$ cat config.mk
export PLATFORM = sky130hd
export DESIGN_NAME = cph_ctl_regs
export DESIGN_NICKNAME = d
export VERILOG_FILES = /design/src/rtl/cph_ctl_pkg.sv /design/src/rtl/cph_ctl_fsm.sv /design/src/rtl/cph_ctl_fields.sv /design/src/rtl/cph_ctl_flags.sv /design/src/rtl/cph_ctl_regs.sv
export SDC_FILE = /design/constraint.sdc
export NUM_CORES = 1
export LEC_CHECK = 0
export BUFFER_PORTS_ARGS = -buffer_cell sky130_fd_sc_hd__buf_2
export CAP_MARGIN = 20
export CELL_PAD_IN_SITES_DETAIL_PLACEMENT = 0
export CELL_PAD_IN_SITES_GLOBAL_PLACEMENT = 1
export CORE_MARGIN = 4
export CORE_UTILIZATION = 19
export CTS_CLUSTER_DIAMETER = 40
export CTS_CLUSTER_SIZE = 20
export DETAILED_ROUTE_END_ITERATION = 12
export PLACE_DENSITY_LB_ADDON = 0.1
export SLEW_MARGIN = 40
export SYNTH_ARGS = -nofsm -noshare
export SYNTH_HDL_FRONTEND = slang
export SYNTH_SLANG_ARGS = --single-unit
$ cat constraint.sdc
create_clock -name clk -period 1.5 [get_ports clk]
set_clock_uncertainty 0.05 [all_clocks]
set_input_delay 0.225 -clock clk [delete_from_list [all_inputs] [get_ports clk]]
set_output_delay 0.225 -clock clk [all_outputs]
set_load 0.02 [all_outputs]
$ cat src/rtl/cph_ctl_pkg.sv
package cph_ctl_pkg;

    typedef enum logic [1:0] {CHN_ECB, CHN_CBC, CHN_CTR, CHN_RSV} chain_e;
    typedef enum logic [1:0] {OPM_ENC, OPM_KEYDRV, OPM_DEC, OPM_KEYDEC} opmode_e;
    typedef enum logic [1:0] {SWP_NONE, SWP_HALF, SWP_BYTE, SWP_BIT} swap_e;
    typedef enum logic {EN_OFF, EN_ON} en_state_e;

    localparam int EN_BIT   = 0;
    localparam int SWP_LSB  = 1;
    localparam int OPM_LSB  = 3;
    localparam int CHN_LSB  = 5;
    localparam int CCLR_BIT = 7;
    localparam int ECLR_BIT = 8;
    localparam int CTRL_USED_W = ECLR_BIT + 1;

    localparam int FLG_CCF   = 0;
    localparam int FLG_RDERR = 1;
    localparam int FLG_WRERR = 2;
    localparam int NUM_FLAGS = 3;

endpackage

$ cat src/rtl/cph_ctl_fsm.sv
module cph_ctl_fsm
    import cph_ctl_pkg::*;
(
    input  logic clk,
    input  logic rst_n,
    input  logic ctl_wr_i,
    input  logic en_wdata_i,
    input  logic kp_clear_i,
    output logic en_o,
    output logic reinit_o
);

    en_state_e state_q, state_d;
    logic      reinit_q;

    // next state: T_START, T_STOP, T_KEYDONE
    always_comb begin
        state_d = state_q;
        unique case (state_q)
            EN_OFF: begin
                if (ctl_wr_i && en_wdata_i) begin
                    state_d = EN_ON;            // T_START
                end
            end
            EN_ON: begin
                if (kp_clear_i) begin
                    state_d = EN_OFF;           // T_KEYDONE
                end else if (ctl_wr_i && !en_wdata_i) begin
                    state_d = EN_OFF;           // T_STOP
                end
            end
            default: state_d = EN_OFF;
        endcase
    end

    // state register
    always_ff @(posedge clk) begin
        if (!rst_n) begin
            state_q <= EN_OFF;
        end else begin
            state_q <= state_d;
        end
    end

    // output register: one-cycle pulse on T_START
    always_ff @(posedge clk) begin
        if (!rst_n) begin
            reinit_q <= 1'b0;
        end else begin
            reinit_q <= (state_q == EN_OFF) && (state_d == EN_ON);
        end
    end

    assign en_o     = (state_q == EN_ON);
    assign reinit_o = reinit_q;

    p_reinit_single_r7: assert property (@(posedge clk) disable iff (!rst_n)
        reinit_q |=> !reinit_q);

    p_reinit_on_rise_r7: assert property (@(posedge clk) disable iff (!rst_n)
        (state_q == EN_OFF && ctl_wr_i && en_wdata_i) |=> (reinit_q && state_q == EN_ON));

    p_keydone_exit_r8: assert property (@(posedge clk) disable iff (!rst_n)
        (state_q == EN_ON && kp_clear_i) |=> (state_q == EN_OFF && !reinit_q));

endmodule

$ cat src/rtl/cph_ctl_fields.sv
module cph_ctl_fields
    import cph_ctl_pkg::*;
(
    input  logic    clk,
    input  logic    rst_n,
    input  logic    wr_i,
    input  logic    lock_i,
    input  chain_e  chain_w_i,
    input  opmode_e mode_w_i,
    input  swap_e   swap_w_i,
    output chain_e  chain_o,
    output opmode_e mode_o,
    output opmode_e mode_eff_o,
    output swap_e   swap_o
);

    chain_e  chain_q;
    opmode_e mode_q;
    swap_e   swap_q;
    logic    upd;
    logic    chain_ok;
    logic    mode_ok;

    assign upd      = wr_i && !lock_i;
    assign chain_ok = (chain_w_i != CHN_RSV);
    assign mode_ok  = !(mode_q == OPM_KEYDEC && mode_w_i == OPM_DEC);

    always_ff @(posedge clk) begin
        if (!rst_n) begin
            chain_q <= CHN_ECB;
            mode_q  <= OPM_ENC;
            swap_q  <= SWP_NONE;
        end else if (upd) begin
            if (chain_ok) begin
                chain_q <= chain_w_i;
            end
            if (mode_ok) begin
                mode_q <= mode_w_i;
            end
            swap_q <= swap_w_i;
        end
    end

    // key-derive-then-decrypt only exists for ECB and CBC chaining
    always_comb begin
        mode_eff_o = mode_q;
        if (mode_q == OPM_KEYDEC && chain_q != CHN_ECB && chain_q != CHN_CBC) begin
            mode_eff_o = OPM_DEC;
        end
    end

    assign chain_o = chain_q;
    assign mode_o  = mode_q;
    assign swap_o  = swap_q;

    p_lock_hold_r3: assert property (@(posedge clk) disable iff (!rst_n)
        lock_i |=> ($stable(chain_q) && $stable(mode_q) && $stable(swap_q)));

    p_no_rsv_chain_r4: assert property (@(posedge clk) disable iff (!rst_n)
        chain_q != CHN_RSV);

    p_no_dec_after_keydec_r6: assert property (@(posedge clk) disable iff (!rst_n)
        (mode_q == OPM_KEYDEC) |=> (mode_q != OPM_DEC));

endmodule

$ cat src/rtl/cph_ctl_flags.sv
module cph_ctl_flags #(
    parameter int N = 3
) (
    input  logic         clk,
    input  logic         rst_n,
    input  logic [N-1:0] set_i,
    input  logic [N-1:0] clr_i,
    output logic [N-1:0] flag_o
);

    logic [N-1:0] flag_q;

    for (genvar g = 0; g < N; g++) begin : g_flag
        always_ff @(posedge clk) begin
            if (!rst_n) begin
                flag_q[g] <= 1'b0;
            end else if (set_i[g]) begin
                flag_q[g] <= 1'b1;
            end else if (clr_i[g]) begin
                flag_q[g] <= 1'b0;
            end
        end

        p_set_wins_r11: assert property (@(posedge clk) disable iff (!rst_n)
            set_i[g] |=> flag_q[g]);

        p_clear_r10: assert property (@(posedge clk) disable iff (!rst_n)
            (clr_i[g] && !set_i[g]) |=> !flag_q[g]);

        p_sticky_r9: assert property (@(posedge clk) disable iff (!rst_n)
            (flag_q[g] && !clr_i[g]) |=> flag_q[g]);
    end

    assign flag_o = flag_q;

endmodule

$ cat src/rtl/cph_ctl_regs.sv
module cph_ctl_regs
    import cph_ctl_pkg::*;
#(
    parameter int DATA_W   = 32,
    parameter int ADDR_W   = 4,
    parameter int CTRL_IDX = 0,
    parameter int STAT_IDX = 1
) (
    input  logic              clk,
    input  logic              rst_n,
    input  logic [ADDR_W-1:0] bus_addr,
    input  logic              bus_we,
    input  logic [DATA_W-1:0] bus_wdata,
    output logic [DATA_W-1:0] bus_rdata,
    input  logic              core_ccf_i,
    input  logic              core_rderr_i,
    input  logic              core_wrerr_i,
    input  logic              core_keydone_i,
    output logic              en_o,
    output logic [1:0]        chain_o,
    output logic [1:0]        mode_o,
    output logic [1:0]        swap_o,
    output logic              reinit_o
);

    localparam logic [ADDR_W-1:0] CTRL_A = ADDR_W'(CTRL_IDX);
    localparam logic [ADDR_W-1:0] STAT_A = ADDR_W'(STAT_IDX);

    logic           ctl_wr;
    logic           en_q;
    logic           kp_clear;
    chain_e         chain_q;
    opmode_e        mode_q;
    opmode_e        mode_eff;
    swap_e          swap_q;
    logic [NUM_FLAGS-1:0] flag_set;
    logic [NUM_FLAGS-1:0] flag_clr;
    logic [NUM_FLAGS-1:0] flags;
    logic [DATA_W-1:0]    ctrl_word;
    logic [DATA_W-1:0]    stat_word;
    logic                 unused_wdata;

    assign ctl_wr   = bus_we && (bus_addr == CTRL_A);
    assign kp_clear = core_keydone_i && (mode_eff == OPM_KEYDRV);
    assign unused_wdata = ^bus_wdata[DATA_W-1:CTRL_USED_W];

    cph_ctl_fsm u_fsm (
        .clk        (clk),
        .rst_n      (rst_n),
        .ctl_wr_i   (ctl_wr),
        .en_wdata_i (bus_wdata[EN_BIT]),
        .kp_clear_i (kp_clear),
        .en_o       (en_q),
        .reinit_o   (reinit_o)
    );

    cph_ctl_fields u_fields (
        .clk        (clk),
        .rst_n      (rst_n),
        .wr_i       (ctl_wr),
        .lock_i     (en_q),
        .chain_w_i  (chain_e'(bus_wdata[CHN_LSB +: 2])),
        .mode_w_i   (opmode_e'(bus_wdata[OPM_LSB +: 2])),
        .swap_w_i   (swap_e'(bus_wdata[SWP_LSB +: 2])),
        .chain_o    (chain_q),
        .mode_o     (mode_q),
        .mode_eff_o (mode_eff),
        .swap_o     (swap_q)
    );

    always_comb begin
        flag_set            = '0;
        flag_set[FLG_CCF]   = core_ccf_i;
        flag_set[FLG_RDERR] = core_rderr_i;
        flag_set[FLG_WRERR] = core_wrerr_i;
        flag_clr            = '0;
        if (ctl_wr) begin
            flag_clr[FLG_CCF]   = bus_wdata[CCLR_BIT];
            flag_clr[FLG_RDERR] = bus_wdata[ECLR_BIT];
            flag_clr[FLG_WRERR] = bus_wdata[ECLR_BIT];
        end
    end

    cph_ctl_flags #(.N(NUM_FLAGS)) u_flags (
        .clk    (clk),
        .rst_n  (rst_n),
        .set_i  (flag_set),
        .clr_i  (flag_clr),
        .flag_o (flags)
    );

    always_comb begin
        ctrl_word                  = '0;
        ctrl_word[EN_BIT]          = en_q;
        ctrl_word[SWP_LSB +: 2]    = swap_q;
        ctrl_word[OPM_LSB +: 2]    = mode_q;
        ctrl_word[CHN_LSB +: 2]    = chain_q;
        stat_word                  = '0;
        stat_word[NUM_FLAGS-1:0]   = flags;
        if (bus_addr == CTRL_A) begin
            bus_rdata = ctrl_word;
        end else if (bus_addr == STAT_A) begin
            bus_rdata = stat_word;
        end else begin
            bus_rdata = '0;
        end
    end

    assign en_o    = en_q;
    assign chain_o = chain_q;
    assign mode_o  = mode_eff;
    assign swap_o  = swap_q;

    p_ctr_no_keydec_r5: assert property (@(posedge clk) disable iff (!rst_n)
        (chain_o == 2'b10) |-> (mode_o != 2'b11));

    p_reinit_implies_en_r7: assert property (@(posedge clk) disable iff (!rst_n)
        reinit_o |-> en_o);

endmodule

# --- Yosys cells after proc, flatten, opt, wreduce, memory -nomap -nowiden ---
# Cells that the tools add are included.
word_totals:
  register_bits: 11
  inputBits: 43
  out_inout_bits: 40
  wordCells: 48
op_classes:
  n_eq_ne: 6
  mux: 14
  n_bitwise: 2
  reduce_logical: 18
op_table:
  columns: ["op", "count"]
  rows:
  - ["1-bit logical AND", 9]
  - ["1-bit 2-to-1 mux", 9]
  - ["2-bit nonzero test", 4]
  - ["7-bit 2-to-1 mux", 1]
  - ["3-bit 2-to-1 mux", 2]
  - ["2-bit equality test (second input constant)", 2]
  - ["4-bit by 1-bit equality test with 1-bit output (second input constant)", 1]
  - ["4-bit logical NOT", 1]
  - ["2-bit AND reduction", 2]
  - ["2-bit by 1-bit equality test with 1-bit output (second input constant)", 1]
  - ["1-bit logical NOT", 2]
  - ["2-bit 2-to-1 mux", 1]
  - ["2-bit by 1-bit != test with 1-bit output (second input constant)", 1]
  - ["2-bit != test (second input constant)", 1]
  - ["1-bit inverter", 2]
  - ["1-bit one-hot mux with 2 select lines", 1]

# --- Depth between registers and ports, before layout ---
# Gate-level depths: netlist of the first run.
depth:
  ltp_word: 9
  mapped_depth: 4
  depth_no_buf: 3

# --- Cells and area by module ---
# A second synthesis of the first run with hierarchy kept.
hier_totals:
  hier_cells: 82
  hier_area_um2: 767.0
modules_own_cells:
  columns: ["module", "n_inst", "cells_per_inst", "area_each_um2", "seq_area_each_um2"]
  rows:
  - ["cph_ctl_regs", 1, 43, 317.8, 0.0]
  - ["cph_ctl_fields", 1, 24, 254.0, 120.1]
  - ["cph_ctl_flags", 1, 9, 123.9, 60.1]
  - ["cph_ctl_fsm", 1, 6, 71.3, 40.0]

# --- Least setup slack after synthesis of the first run ---
# Ideal clock, no wire load.
synth_timing:
  path_kind: "input -> register"
  from: "in bus_addr[0]"
  to: "reg u_fields.chain_q[1] (netlist: u_fields.chain_o[1])"
  setup_ns: 0.119
  arrival_ns: 1.344
  t_required_ns: 1.331
  slack_ns: -0.012
  path_stages: 4
  n_path_buf: 1
  path_cell_list: "buf_6 > or4_4 > or2_1 > o221a_1"
synth_via:
  elab_chain_cells: 4
synth_rtl:
  columns: ["item", "line_no", "rtl"]
  rows:
  - ["from (decl)", "cph_ctl_regs.sv:11", "input logic [ADDR_W-1:0] bus_addr,"]
  - ["4-bit logical NOT", "cph_ctl_regs.sv:43", "assign ctl_wr = bus_we && (bus_addr == CTRL_A);"]
  - ["1-bit logical AND", "cph_ctl_regs.sv:43", null]
  - ["1-bit logical AND", "cph_ctl_fields.sv:24", "assign upd = wr_i && !lock_i;"]
  - ["2-bit AND reduction (no source line)", null, null]
  - ["to (signal assigned)", "cph_ctl_fields.sv:35", "chain_q <= chain_w_i;"]
  - ["to (decl)", "cph_ctl_fields.sv:17", "chain_e chain_q;"]
# Every way passes these cells.
# A chain may end at the register's enable or synchronous reset.

# --- Worst setup path in the final report of the first run ---
layout_timing:
  from: "in bus_addr[0]"
  to: "out bus_rdata[5]"
layout_via:
  elab_chain_cells: 2
layout_rtl:
  columns: ["item", "line_no", "rtl"]
  rows:
  - ["4-bit logical NOT", "cph_ctl_regs.sv:100", "if (bus_addr == CTRL_A) begin"]
  - ["7-bit 2-to-1 mux", "cph_ctl_regs.sv:100", null]
  - ["to (decl)", "cph_ctl_regs.sv:14", "output logic [DATA_W-1:0] bus_rdata,"]
# Every way passes these cells.

==> results of run 1 <==
[synthesized netlist by cell type (2+ instances only)]
master                      n
sky130_fd_sc_hd__a211oi_1   2
sky130_fd_sc_hd__a31oi_1    4
sky130_fd_sc_hd__and2_1     5
sky130_fd_sc_hd__buf_4     25
sky130_fd_sc_hd__clkbuf_1   2
sky130_fd_sc_hd__dfxtp_1   11
sky130_fd_sc_hd__inv_1      4
sky130_fd_sc_hd__mux2i_1    6
sky130_fd_sc_hd__nand2_1    9
sky130_fd_sc_hd__nor2_1     5
sky130_fd_sc_hd__o21ai_0    3
[layout make-up]
class | count | area [µm²]
Fill cell | 435 | 2724
Clock buffer | 3 | 41.29
Timing Repair Buffer | 42 | 246.5
Multi-Input combinational cell | 72 | 404.1
Tap cell | 48 | 60.06
Clock inverter | 1 | 5.005
Sequential cell | 11 | 220.2
Inverter | 4 | 15.01
[sequential cells by signal, indices dropped and copies added (netlist names)]
signal            count
u_flags.flag_o        3
u_fields.chain_o      2
u_fields.mode_o       2
u_fields.swap_o       2
u_fsm.en_o            1
u_fsm.reinit_o        1
[stage by stage]
step	util, %	hold WS (ns)	power (W)	instances
6_report	26.70	0.1317	0.0007641	181
5_1_grt	26.70	0.1457	0.0007968	181
3_5_place_dp	24.14	0.3858	0.0004535	175
2_1_floorplan	-	0.2823	0.0004552	115
4_1_cts	25.79	0.1282	0.0007658	181
3_3_place_gp	24.14	0.3842	0.0004535	175
[metal layers]
layer  vias up  part of all wire [%]  routed length, µm
li1        338                     -                  -
met1       287                    42                808
met2        34                    45                876
met3         6                    11                205
met4         0                   2.5                 48
met5         -                     0                  0
[worst register-to-register path: stages (launching register included)]
cell and delay [ns]:
sky130_fd_sc_hd__dfxtp_1 0.37, sky130_fd_sc_hd__nand2b_1 0.21, sky130_fd_sc_hd__or2_1 0.26, sky130_fd_sc_hd__o221a_1 0.24
[power breakdown]
group	total, W	leakage [nW]	internal, W	switching (W)
clock network	0.000310	0.0255	0.000184	0.000126
logic	0.000148	0.395	0.0000453	0.000102
registers	0.000307	0.0897	0.000301	0.00000565
total	0.000764	0.510	0.000530	0.000234
[kinds of logic after synthesis]
logic type,Yosys count
buffers and inverters,32
and+or+nand+nor,28
AOI/OAI and AO/OA,13
DFF,11
muxes,6
other,1
[timing repair]
action | CTS | global route
gates resized for setup | 0 | 9
gates cloned | 0 | 0
setup buffers | 2 | 0
setup endpoints to repair | 4 | 4
[final timing paths]
path	from	to	slack, ns	depth (start not counted)
max	bus_addr[0]	bus_rdata[5]	0.06	6
min	bus_wdata[7]	u_flags.flag_o[0]	0.13	2
max reg2reg	u_fsm.en_o	u_fields.chain_o[1]	0.27	3
min reg2reg	u_fields.swap_o[1]	u_fields.swap_o[1]	0.44	2
==> impl_summary.log, run 1 <==
[metrics] share of the yosys chip area belonging to registers: 29.83%
[metrics] Post-layout nets: 177
[metrics] worst min-delay path category: in -> reg
[metrics] mean routed wirelength per cell: 10.71 µm
[metrics] Pre-Repair DR Iteration Count: 2
[metrics] worst path cell trace: buf_2 -> buf_4 -> nor4_4 -> buf_4 -> and2_1 -> buf_4
[metrics] Worst setup SP type: input pin
[metrics] most frequent cell on the critical path: sky130_fd_sc_hd__buf_4
[metrics] #FFs+latches synth: 11
[metrics] port bufs: 34
[metrics] start-to-end type of the worst setup path: in -> out
[metrics] height of the die: 70.33 µm
[metrics] most used flip-flop cell after synthesis: sky130_fd_sc_hd__dfxtp_1
[metrics] XOR/XNOR Fraction of Synth Area: 0%
[metrics] number of buffer and inverter stages on the critical path: 4
[metrics] critical path peak fanout: 6
[metrics] TritonCTS Sinks: 11
[metrics] ports placed on the boundary: 83
[metrics] library cell with the largest summed area after synthesis: sky130_fd_sc_hd__dfxtp_1
[metrics] vias in the first global route: 585
[metrics] Root Buffer: sky130_fd_sc_hd__clkbuf_8
[metrics] placement-stage cell area: 897.1 µm²
[metrics] area share of fa/ha/maj cells after synthesis: 0%
[metrics] width of the die: 70.33 µm
[metrics] overall overflow remaining after global route: 0
[metrics] count of maximum capacitance violations: 0
[metrics] number of cell rows: 22
[metrics] drt first-iter violations: 27
[metrics] cell area after layout: 992.2 µm²
[metrics] nature of the critical path endpoint: output pin
[metrics] status: finished clean
[metrics] grt met3 use: 3.022%
[metrics] number of design rule violations left after detail routing: 0
[metrics] yosys synthesis warning count: 0
[metrics] Worst path slowest cell: sky130_fd_sc_hd__nor4_4
[metrics] detailed-route vias per instance: 3.674
[metrics] count of inserted antenna diode cells: 0
[metrics] number of hold buffers added after CTS: 0
[metrics] remaining antenna violation count after routing: 0
[metrics] area share of the largest cell type after synthesis: 29.83%
[metrics] worst setup slack before clock tree synthesis: -0.04691 ns
[metrics] maximum vdd drop: 0.1717 mV
[metrics] FFs w/ async S/R, synth: 0%
[metrics] worst setup margin: 0.05902 ns
[metrics] number of unique standard cell types used by synthesis: 26
[metrics] All-Layer GR Usage: 7.331%
[metrics] cts bufs inserted: 3
[metrics] share of synthesized cell area in and, or, nand and nor gates: 20.00%
[metrics] Max Clk Rate: 694.0 MHz
[metrics] Final Setup Violations: 0
[metrics] met1 Use GR: 8.148%
[metrics] post-detail-place hpwl: 1.559 mm
[metrics] Die Area: 4946 µm²
[metrics] TritonCTS clock tree: yes
[metrics] cell area power density: 770.1 nW/µm²
[metrics] Final period util: 96.07%
[metrics] first-pass GRT wire length: 2.801 mm
[metrics] cell leakage power: 0.5104 nW
[metrics] commonest non-fill, non-tap cell in the layout: sky130_fd_sc_hd__buf_2
[metrics] area of the core: 3716 µm²
[metrics] effective utilization at floorplan: 19.87%
[metrics] Worst-Skew Late Latency: 0.24 ns
[metrics] max-slew violation total from the final report: 0
[metrics] multiplexer share of the synthesized area: 8.136%
[metrics] count of mapped cells out of synthesis: 91
[metrics] ranking of synthesized cells by area: sky130_fd_sc_hd__dfxtp_1 (30%), sky130_fd_sc_hd__buf_4 (25%), sky130_fd_sc_hd__mux2i_1 (8.1%)
[metrics] final hold vios: 0
[metrics] required time of the critical path: 1.22 ns
[metrics] slowest cell delay on critical path: 0.25 ns
[metrics] dominant delay contributor by cell family on the critical path: buffers and inverters
[metrics] synthesized area divided by synthesized cell count: 8.112 µm²
[metrics] initial antenna violation count: 0
[metrics] Synth-to-Final Area Change: 34.41%
[metrics] Compound-Gate Fraction of Synth Area: 11.53%
[metrics] Worst-path clk slew: 0.05 ns
[metrics] Data arrival, critical path: 1.17 ns
[metrics] buffer levels on the longest clock path: 2
[metrics] total negative setup slack: 0 ns
[metrics] via count: 665
[metrics] Final GP Congestion: 0.7217
[metrics] layer with the highest usage after global routing: met2
[metrics] fraction of final layout cells with drive strength greater than 1: 36.84%
[metrics] largest net degree at the start of global routing: 16
[metrics] Post-Route WL: 1.939 mm
[metrics] H-tree depth reported by CTS: 1
[metrics] largest family of logic cells by synthesized area: buffers and inverters
[metrics] number of synthesized flops with an enable pin: 0
[metrics] met2 track demand over resource in global routing: 11.54%
[metrics] netlist area before placement: 738.2 µm²
[metrics] commonest cells after routing, fill and taps aside: sky130_fd_sc_hd__buf_2 (29), sky130_fd_sc_hd__conb_1 (25), sky130_fd_sc_hd__buf_4 (12)
[metrics] post-layout minimum cycle time: 1.441 ns
Note: power is estimated with default switching activity, not from simulation.
==> inputs of run 2 (changes only) <==
Settings changed: BUFFER_PORTS_ARGS -buffer_cell sky130_fd_sc_hd__buf_2 to -buffer_cell sky130_fd_sc_hd__clkbuf_2, PLACE_DENSITY set to 0.73, PLACE_DENSITY_LB_ADDON 0.1 to not set, REMOVE_ABC_BUFFERS set to 1.
==> run 2 against run 1 <==
Combinational power decreased by 4%. Wire length decreased by 8.4%. Critical path depth decreased by 1. First-iteration DRC count decreased by 63%. Worst hold slack improved by 0.0017 ns. Die area unchanged. Global-route usage decreased by 0.41 points. Clock power decreased by 5%. Critical path type unchanged. Largest cell class unchanged.
==> impl_summary.log, run 2 (synthesized netlist as in run 1, its figures left out) <==
[metrics] status: finished clean (unchanged)
[metrics] number of design rule violations left after detail routing: 0 (unchanged)
[metrics] All-Layer GR Usage: 6.921% (was 7.331%)
[metrics] count of inserted antenna diode cells: 0 (unchanged)
[metrics] commonest cells after routing, fill and taps aside: sky130_fd_sc_hd__clkbuf_2 (27), sky130_fd_sc_hd__conb_1 (25), sky130_fd_sc_hd__dfxtp_1 (11) (was sky130_fd_sc_hd__buf_2 (29), sky130_fd_sc_hd__conb_1 (25), sky130_fd_sc_hd__buf_4 (12))
[metrics] Final period util: 97.05% (was 96.07%)
[metrics] cts bufs inserted: 3 (unchanged)
[metrics] Worst path slowest cell: sky130_fd_sc_hd__or3_1 (was sky130_fd_sc_hd__nor4_4)
[metrics] path depth of the worst reg2reg path: 3 (unchanged)
[metrics] cell area power density: 766.1 nW/µm² (was 770.1 nW/µm²)
[metrics] total negative setup slack: 0 ns (unchanged)
[metrics] Post-layout nets: 176 (was 177)
[metrics] max FFs per register: 3 (unchanged)
[metrics] TritonCTS Sinks: 11 (unchanged)
[metrics] largest net degree at the start of global routing: 16 (unchanged)
[metrics] vias in the first global route: 599 (was 585)
[metrics] Final Setup Violations: 0 (unchanged)
[metrics] final hold vios: 0 (unchanged)
[metrics] cell count after placement: 174 (was 175)
[metrics] Worst setup SP type: input pin (unchanged)
[metrics] remaining antenna violation count after routing: 0 (unchanged)
[metrics] Hold WS: 0.1334 ns (was 0.1317 ns)
[metrics] Worst-Skew Late Latency: 0.24 ns (about the same)
[metrics] number of cell rows: 22 (unchanged)
[metrics] start-to-end type of the worst setup path: in -> out (unchanged)
[metrics] post-layout minimum cycle time: 1.456 ns (was 1.441 ns)
[metrics] worst min-delay path category: in -> reg (unchanged)
[metrics] H-tree depth reported by CTS: 1 (unchanged)
[metrics] Die Area: 4946 µm² (unchanged)
[metrics] Final GP Congestion: 0.6993 (was 0.7217)
[metrics] post-detail-place hpwl: 1.513 mm (was 1.559 mm)
[metrics] max-slew violation total from the final report: 0 (unchanged)
[metrics] area of the core: 3716 µm² (unchanged)
[metrics] TritonCTS clock tree: yes (unchanged)
[metrics] post-route non-filler standard cell count: 180 (was 181)
[metrics] fraction of final layout cells with drive strength greater than 1: 35.61% (was 36.84%)
[metrics] critical path peak fanout: 3 (was 6)
[metrics] height of the die: 70.33 µm (unchanged)
[metrics] ports placed on the boundary: 83 (unchanged)
[metrics] first-pass GRT wire length: 2.684 mm (was 2.801 mm)
[metrics] initial antenna violation count: 0 (unchanged)
[metrics] Data arrival, critical path: 1.18 ns (was 1.17 ns)
[metrics] worst setup slack before clock tree synthesis: -0.05801 ns (was -0.04691 ns)
[metrics] via count: 662 (was 665)
[metrics] buffer levels on the longest clock path: 2 (unchanged)
[metrics] mean routed wirelength per cell: 9.867 µm (was 10.71 µm)
[metrics] final cell utilization of the core: 26.09% (was 26.70%)
[metrics] commonest non-fill, non-tap cell in the layout: sky130_fd_sc_hd__clkbuf_2 (was sky130_fd_sc_hd__buf_2)
[metrics] count of maximum capacitance violations: 0 (unchanged)
[metrics] Max Clk Rate: 686.9 MHz (was 694.0 MHz)
[metrics] nature of the critical path endpoint: output pin (unchanged)
[metrics] overall overflow remaining after global route: 0 (unchanged)
[metrics] Post-Route WL: 1.776 mm (was 1.939 mm)
[metrics] slowest cell delay on critical path: 0.42 ns (was 0.25 ns)
[metrics] Worst-path clk slew: 0.05 ns (about the same)
[metrics] Pre-Repair DR Iteration Count: 3 (was 2)
[metrics] Hold Path Cell Cnt: 2 (unchanged)
[metrics] detailed-route vias per instance: 3.678 (was 3.674)
[metrics] number of hold buffers added after CTS: 0 (unchanged)
[metrics] Synth-to-Final Area Change: 31.36% (was 34.41%)
[metrics] width of the die: 70.33 µm (unchanged)
[metrics] worst setup margin: 0.04423 ns (was 0.05902 ns)
[metrics] worst path cell trace: clkbuf_2 -> buf_4 -> or3_1 -> nor2_1 -> buf_2 (was buf_2 -> buf_4 -> nor4_4 -> buf_4 -> and2_1 -> buf_4)
[metrics] port bufs: 34 (unchanged)
[metrics] effective utilization at floorplan: 19.87% (unchanged)
[metrics] unrepaired setup endpoints after global routing: yes
[metrics] maximum vdd drop: 0.5087 mV (was 0.1717 mV)
[metrics] cell leakage power: 0.4982 nW (was 0.5104 nW)
[metrics] Root Buffer: sky130_fd_sc_hd__clkbuf_8 (unchanged)
[metrics] required time of the critical path: 1.22 ns (about the same)
[metrics] drt first-iter violations: 10 (was 27)
==> run 2: final timing paths <==
kind	endpoint	slack (ns)	startpoint
setup / recovery	bus_rdata[1]	0.04	bus_addr[1]
hold / removal	u_flags.flag_o[0]	0.13	bus_wdata[7]
setup reg to reg	u_fields.chain_o[1]	0.28	u_fsm.en_o
hold reg to reg	u_fields.swap_o[0]	0.43	u_fields.swap_o[0]
==> run 2: layout make-up <==
class                   count  area, µm²
flip-flops and latches     11      220.2
inverters                   4      15.01
multi-input cells          72      395.4
clock buffers               4      45.04
repair buffers             41      234.0
well taps                  48      60.06
fillers                   418       2746
==> run 2: report_power, final <==
part	leakage, nW	switching (W)	internal (W)
Combinational	0.386	0.0000993	0.0000429
Clock	0.0228	0.000107	0.000186
Sequential	0.0897	0.00000533	0.000302
==> run 2: worst max-delay path: cells and delay by family <==
family                 cells  cell delay [ns]
buffers and inverters      3             0.40
AND/OR/NAND/NOR            2             0.56
==> run 2: repair_timing <==
item | CTS | global route
hold endpoints to repair | 0 | 0
resized for setup | 0 | 13
setup buffers | 0 | 2
setup endpoints to repair | 0 | 7
==> run 2: per-stage QoR <==
step | area, µm² | power [W]
floorplan | 621.8 | 0.0003974
global placement | 889.6 | 0.0004493
detailed placement | 889.6 | 0.0004500
CTS | 934.6 | 0.0007458
global route | 969.7 | 0.0007813
finish | 969.7 | 0.0007429
==> run 2: routing by layer <==
layer	part of all wire, %	track usage, %	vias to the layer above
li1	-	-	339
met1	42	8.247	284
met2	44	10.29	37
met3	14	4.748	2
met4	0.45	1.277	0
met5	0	0	-
==> inputs of run 3 (changes only) <==
Settings changed: CORE_UTILIZATION 19 to 20, SYNTH_HIERARCHICAL set to 1.
==> run 3 against run 2 <==
Sequential cell count stayed put. Global-route usage is 0.18 points lower. Power is 0.38% lower. Wire length is 3.9% lower. Sequential share of layout area is 0.24 points higher. Combinational power hardly changed. Die area is 1.1% lower. Critical path type unchanged. Area after synthesis is 3.9% higher. Highest routed layer is now met3.
==> impl_summary.log, run 3 <==
[metrics] H-tree depth reported by CTS: 1 (unchanged)
[metrics] height of the die: 69.93 µm (was 70.33 µm)
[metrics] number of cells upsized or downsized after cts: 0 (unchanged)
[metrics] number of cell rows: 22 (unchanged)
[metrics] Max Clk Rate: 727.8 MHz (was 686.9 MHz)
[metrics] initial antenna violation count: 0 (unchanged)
[metrics] worst setup margin: 0.1260 ns (was 0.04423 ns)
[metrics] TritonCTS Sinks: 11 (unchanged)
[metrics] Pre-Repair DR Iteration Count: 4 (was 3)
[metrics] detailed-route vias per instance: 3.497 (was 3.678)
[metrics] number of synthesized flops with an enable pin: 0 (unchanged)
[metrics] remaining antenna violation count after routing: 0 (unchanged)
[metrics] unrepaired setup endpoints after global routing: no (was yes)
[metrics] Final Setup Violations: 0 (unchanged)
[metrics] final hold vios: 0 (unchanged)
[metrics] Worst-path clk slew: 0.05 ns (about the same)
[metrics] area share of the largest cell type after synthesis: 28.71% (was 29.83%)
[metrics] count of mapped cells out of synthesis: 82 (was 91)
[metrics] netlist area before placement: 767.0 µm² (was 738.2 µm²)
[metrics] mean routed wirelength per cell: 10.10 µm (was 9.867 µm)
[metrics] layer with the highest usage after global routing: met2 (unchanged)
[metrics] grt met3 use: 2.590% (was 4.748%)
[metrics] status: finished clean (unchanged)
[metrics] via count: 591 (was 662)
[metrics] worst min-delay path category: in -> reg (unchanged)
[metrics] Post-layout nets: 165 (was 176)
[metrics] commonest non-fill, non-tap cell in the layout: sky130_fd_sc_hd__clkbuf_2 (unchanged)
[metrics] maximum vdd drop: 0.1999 mV (was 0.5087 mV)
[metrics] Final period util: 91.60% (was 97.05%)
[metrics] start-to-end type of the worst setup path: in -> out (unchanged)
[metrics] placement-stage cell area: 907.1 µm² (was 889.6 µm²)
[metrics] FFs w/ async S/R, synth: 0% (unchanged)
[metrics] count of maximum capacitance violations: 0 (unchanged)
[metrics] fraction of final layout cells with drive strength greater than 1: 43.80% (was 35.61%)
[metrics] synthesized area divided by synthesized cell count: 9.353 µm² (was 8.112 µm²)
[metrics] Synth-to-Final Area Change: 25.12% (was 31.36%)
[metrics] nature of the critical path endpoint: output pin (unchanged)
[metrics] met1 Use GR: 8.470% (was 8.247%)
[metrics] count of inserted antenna diode cells: 0 (unchanged)
[metrics] port bufs: 34 (unchanged)
[metrics] total power: 0.0007401 W (was 0.0007429 W)
[metrics] required time of the critical path: 1.22 ns (about the same)
[metrics] met2 track demand over resource in global routing: 10.07% (was 10.29%)
[metrics] most repeated cell in the gate-level netlist after synthesis: sky130_fd_sc_hd__buf_4 (unchanged)
[metrics] buffer levels on the longest clock path: 2 (unchanged)
[metrics] yosys synthesis warning count: 6 (was 0)
[metrics] max FFs per register: 3 (unchanged)
[metrics] Worst setup SP type: input pin (unchanged)
[metrics] cell area power density: 771.2 nW/µm² (was 766.1 nW/µm²)
[metrics] commonest cells after routing, fill and taps aside: sky130_fd_sc_hd__clkbuf_2 (34), sky130_fd_sc_hd__conb_1 (25), sky130_fd_sc_hd__dfxtp_1 (11) (was sky130_fd_sc_hd__clkbuf_2 (27), sky130_fd_sc_hd__conb_1 (25), sky130_fd_sc_hd__dfxtp_1 (11))
[metrics] worst setup slack before clock tree synthesis: -0.0004519 ns (was -0.05801 ns)
[metrics] Final GP Congestion: 0.6997 (was 0.6993)
[metrics] #FFs+latches synth: 11 (unchanged)
[metrics] Data arrival, critical path: 1.10 ns (was 1.18 ns)
[metrics] post-layout minimum cycle time: 1.374 ns (was 1.456 ns)
[metrics] vias in the first global route: 558 (was 599)
[metrics] critical path peak fanout: 4 (was 3)
[metrics] share of the yosys chip area belonging to registers: 28.71% (was 29.83%)
[metrics] TritonCTS clock tree: yes (unchanged)
[metrics] library cell with the largest summed area after synthesis: sky130_fd_sc_hd__dfxtp_1 (unchanged)
[metrics] cell area after layout: 959.7 µm² (was 969.7 µm²)
[metrics] Die Area: 4890 µm² (was 4946 µm²)
[metrics] drt first-iter violations: 13 (was 10)
[metrics] most used flip-flop cell after synthesis: sky130_fd_sc_hd__dfxtp_1 (unchanged)
[metrics] Post-Route WL: 1.707 mm (was 1.776 mm)
[metrics] max-slew violation total from the final report: 0 (unchanged)
[metrics] cell leakage power: 0.5127 nW (was 0.4982 nW)
[metrics] leading cell types by count after synthesis: sky130_fd_sc_hd__buf_4 (25), sky130_fd_sc_hd__dfxtp_1 (11), sky130_fd_sc_hd__mux2i_1 (6), sky130_fd_sc_hd__nor2_1 (6), sky130_fd_sc_hd__and2_2 (5) (was sky130_fd_sc_hd__buf_4 (25), sky130_fd_sc_hd__dfxtp_1 (11), sky130_fd_sc_hd__nand2_1 (9))
[metrics] width of the die: 69.93 µm (was 70.33 µm)
[metrics] ranking of synthesized cells by area: sky130_fd_sc_hd__dfxtp_1 (29%), sky130_fd_sc_hd__buf_4 (24%), sky130_fd_sc_hd__mux2i_1 (7.8%) (was sky130_fd_sc_hd__dfxtp_1 (30%), sky130_fd_sc_hd__buf_4 (25%), sky130_fd_sc_hd__mux2i_1 (8.1%))
[metrics] area of the core: 3689 µm² (was 3716 µm²)
[metrics] ports placed on the boundary: 83 (unchanged)
[metrics] Root Buffer: sky130_fd_sc_hd__clkbuf_8 (unchanged)
[metrics] post-detail-place hpwl: 1.440 mm (was 1.513 mm)
[metrics] number of unique standard cell types used by synthesis: 23 (was 26)
[metrics] cts bufs inserted: 3 (unchanged)
[metrics] Worst-Skew Late Latency: 0.23 ns (was 0.24 ns)
[metrics] All-Layer GR Usage: 6.746% (was 6.921%)
[metrics] overall overflow remaining after global route: 0 (unchanged)
[metrics] largest net degree at the start of global routing: 13 (was 16)
[metrics] Filler Cell Count: 424 (was 418)
[metrics] number of design rule violations left after detail routing: 0 (unchanged)
[metrics] first-pass GRT wire length: 2.587 mm (was 2.684 mm)
[metrics] effective utilization at floorplan: 20.79% (was 19.87%)
run 3: power breakdown:
part           internal, W  switching (W)
clock             0.000186       0.000107
combinational    0.0000471      0.0000925
sequential        0.000301     0.00000579
run 3: worst paths after layout:
check	startpoint	to	slack, ns	cells past startpoint
setup reg to reg	u_fields/mode_o[1]	u_fsm/en_o	0.38	5
hold / removal	core_wrerr_i	u_flags/flag_o[2]	0.15	2
hold reg to reg	u_fields/mode_o[0]	u_fields/mode_o[0]	0.43	2
setup / recovery	bus_addr[2]	bus_rdata[3]	0.13	5
run 3: kinds of logic (layout without fill, tap and decap cells):
group / count (synthesis) / after routing / share of synthesized area (%)
AO/OA/AOI/OAI: 9 / 9 / 9.788
AND/OR/NAND/NOR: 28 / 28 / 26.75
flip-flops: 11 / 11 / 28.71
buffers and inverters: 27 / 42 / 26.43
other: 1 / 25 / 0.4889
multiplexers: 6 / 6 / 7.831
run 3: layout make-up:
| cell class | count | area, µm² | area share (%) |
|---|---|---|---|
| Multi-Input combinational cell | 68 | 434.2 | 45.24 |
| Sequential cell | 11 | 220.2 | 22.95 |
| Timing Repair Buffer | 38 | 200.2 | 20.86 |
| Tap cell | 48 | 60.06 | 6.258 |
| Clock buffer | 4 | 45.04 | 4.694 |
run 3: repair_timing:
action / CTS / global route
buffers inserted: 0 / 1
hold buffers: 0 / 0
setup endpoints to repair: 0 / 4
run 3: metrics by stage:
step | hold slack [ns] | std cells | utilization (%) | setup TNS (ns)
2_1_floorplan | 0.2925 | 79 | - | -0.02280
3_3_place_gp | 0.3934 | 164 | 24.59 | 0
3_5_place_dp | 0.3938 | 164 | 24.59 | -0.0004519
4_1_cts | 0.1456 | 168 | 25.81 | 0
5_1_grt | 0.1557 | 169 | 26.02 | 0
6_report | 0.1516 | 169 | 26.02 | 0
run 3: routing by layer:
| layer | vias up | wire, µm |
|---|---|---|
| met4 | 0 | 0 |
| met3 | 0 | 177 |
| met1 | 257 | 755 |
| met2 | 33 | 775 |
| li1 | 301 | - |
| met5 | - | 0 |
run 3: critical path, stage by stage:
cell                       delay [ns]
sky130_fd_sc_hd__clkbuf_2        0.11
sky130_fd_sc_hd__nor4_4          0.30
sky130_fd_sc_hd__buf_4           0.18
sky130_fd_sc_hd__and2_2          0.13
sky130_fd_sc_hd__clkbuf_2        0.16
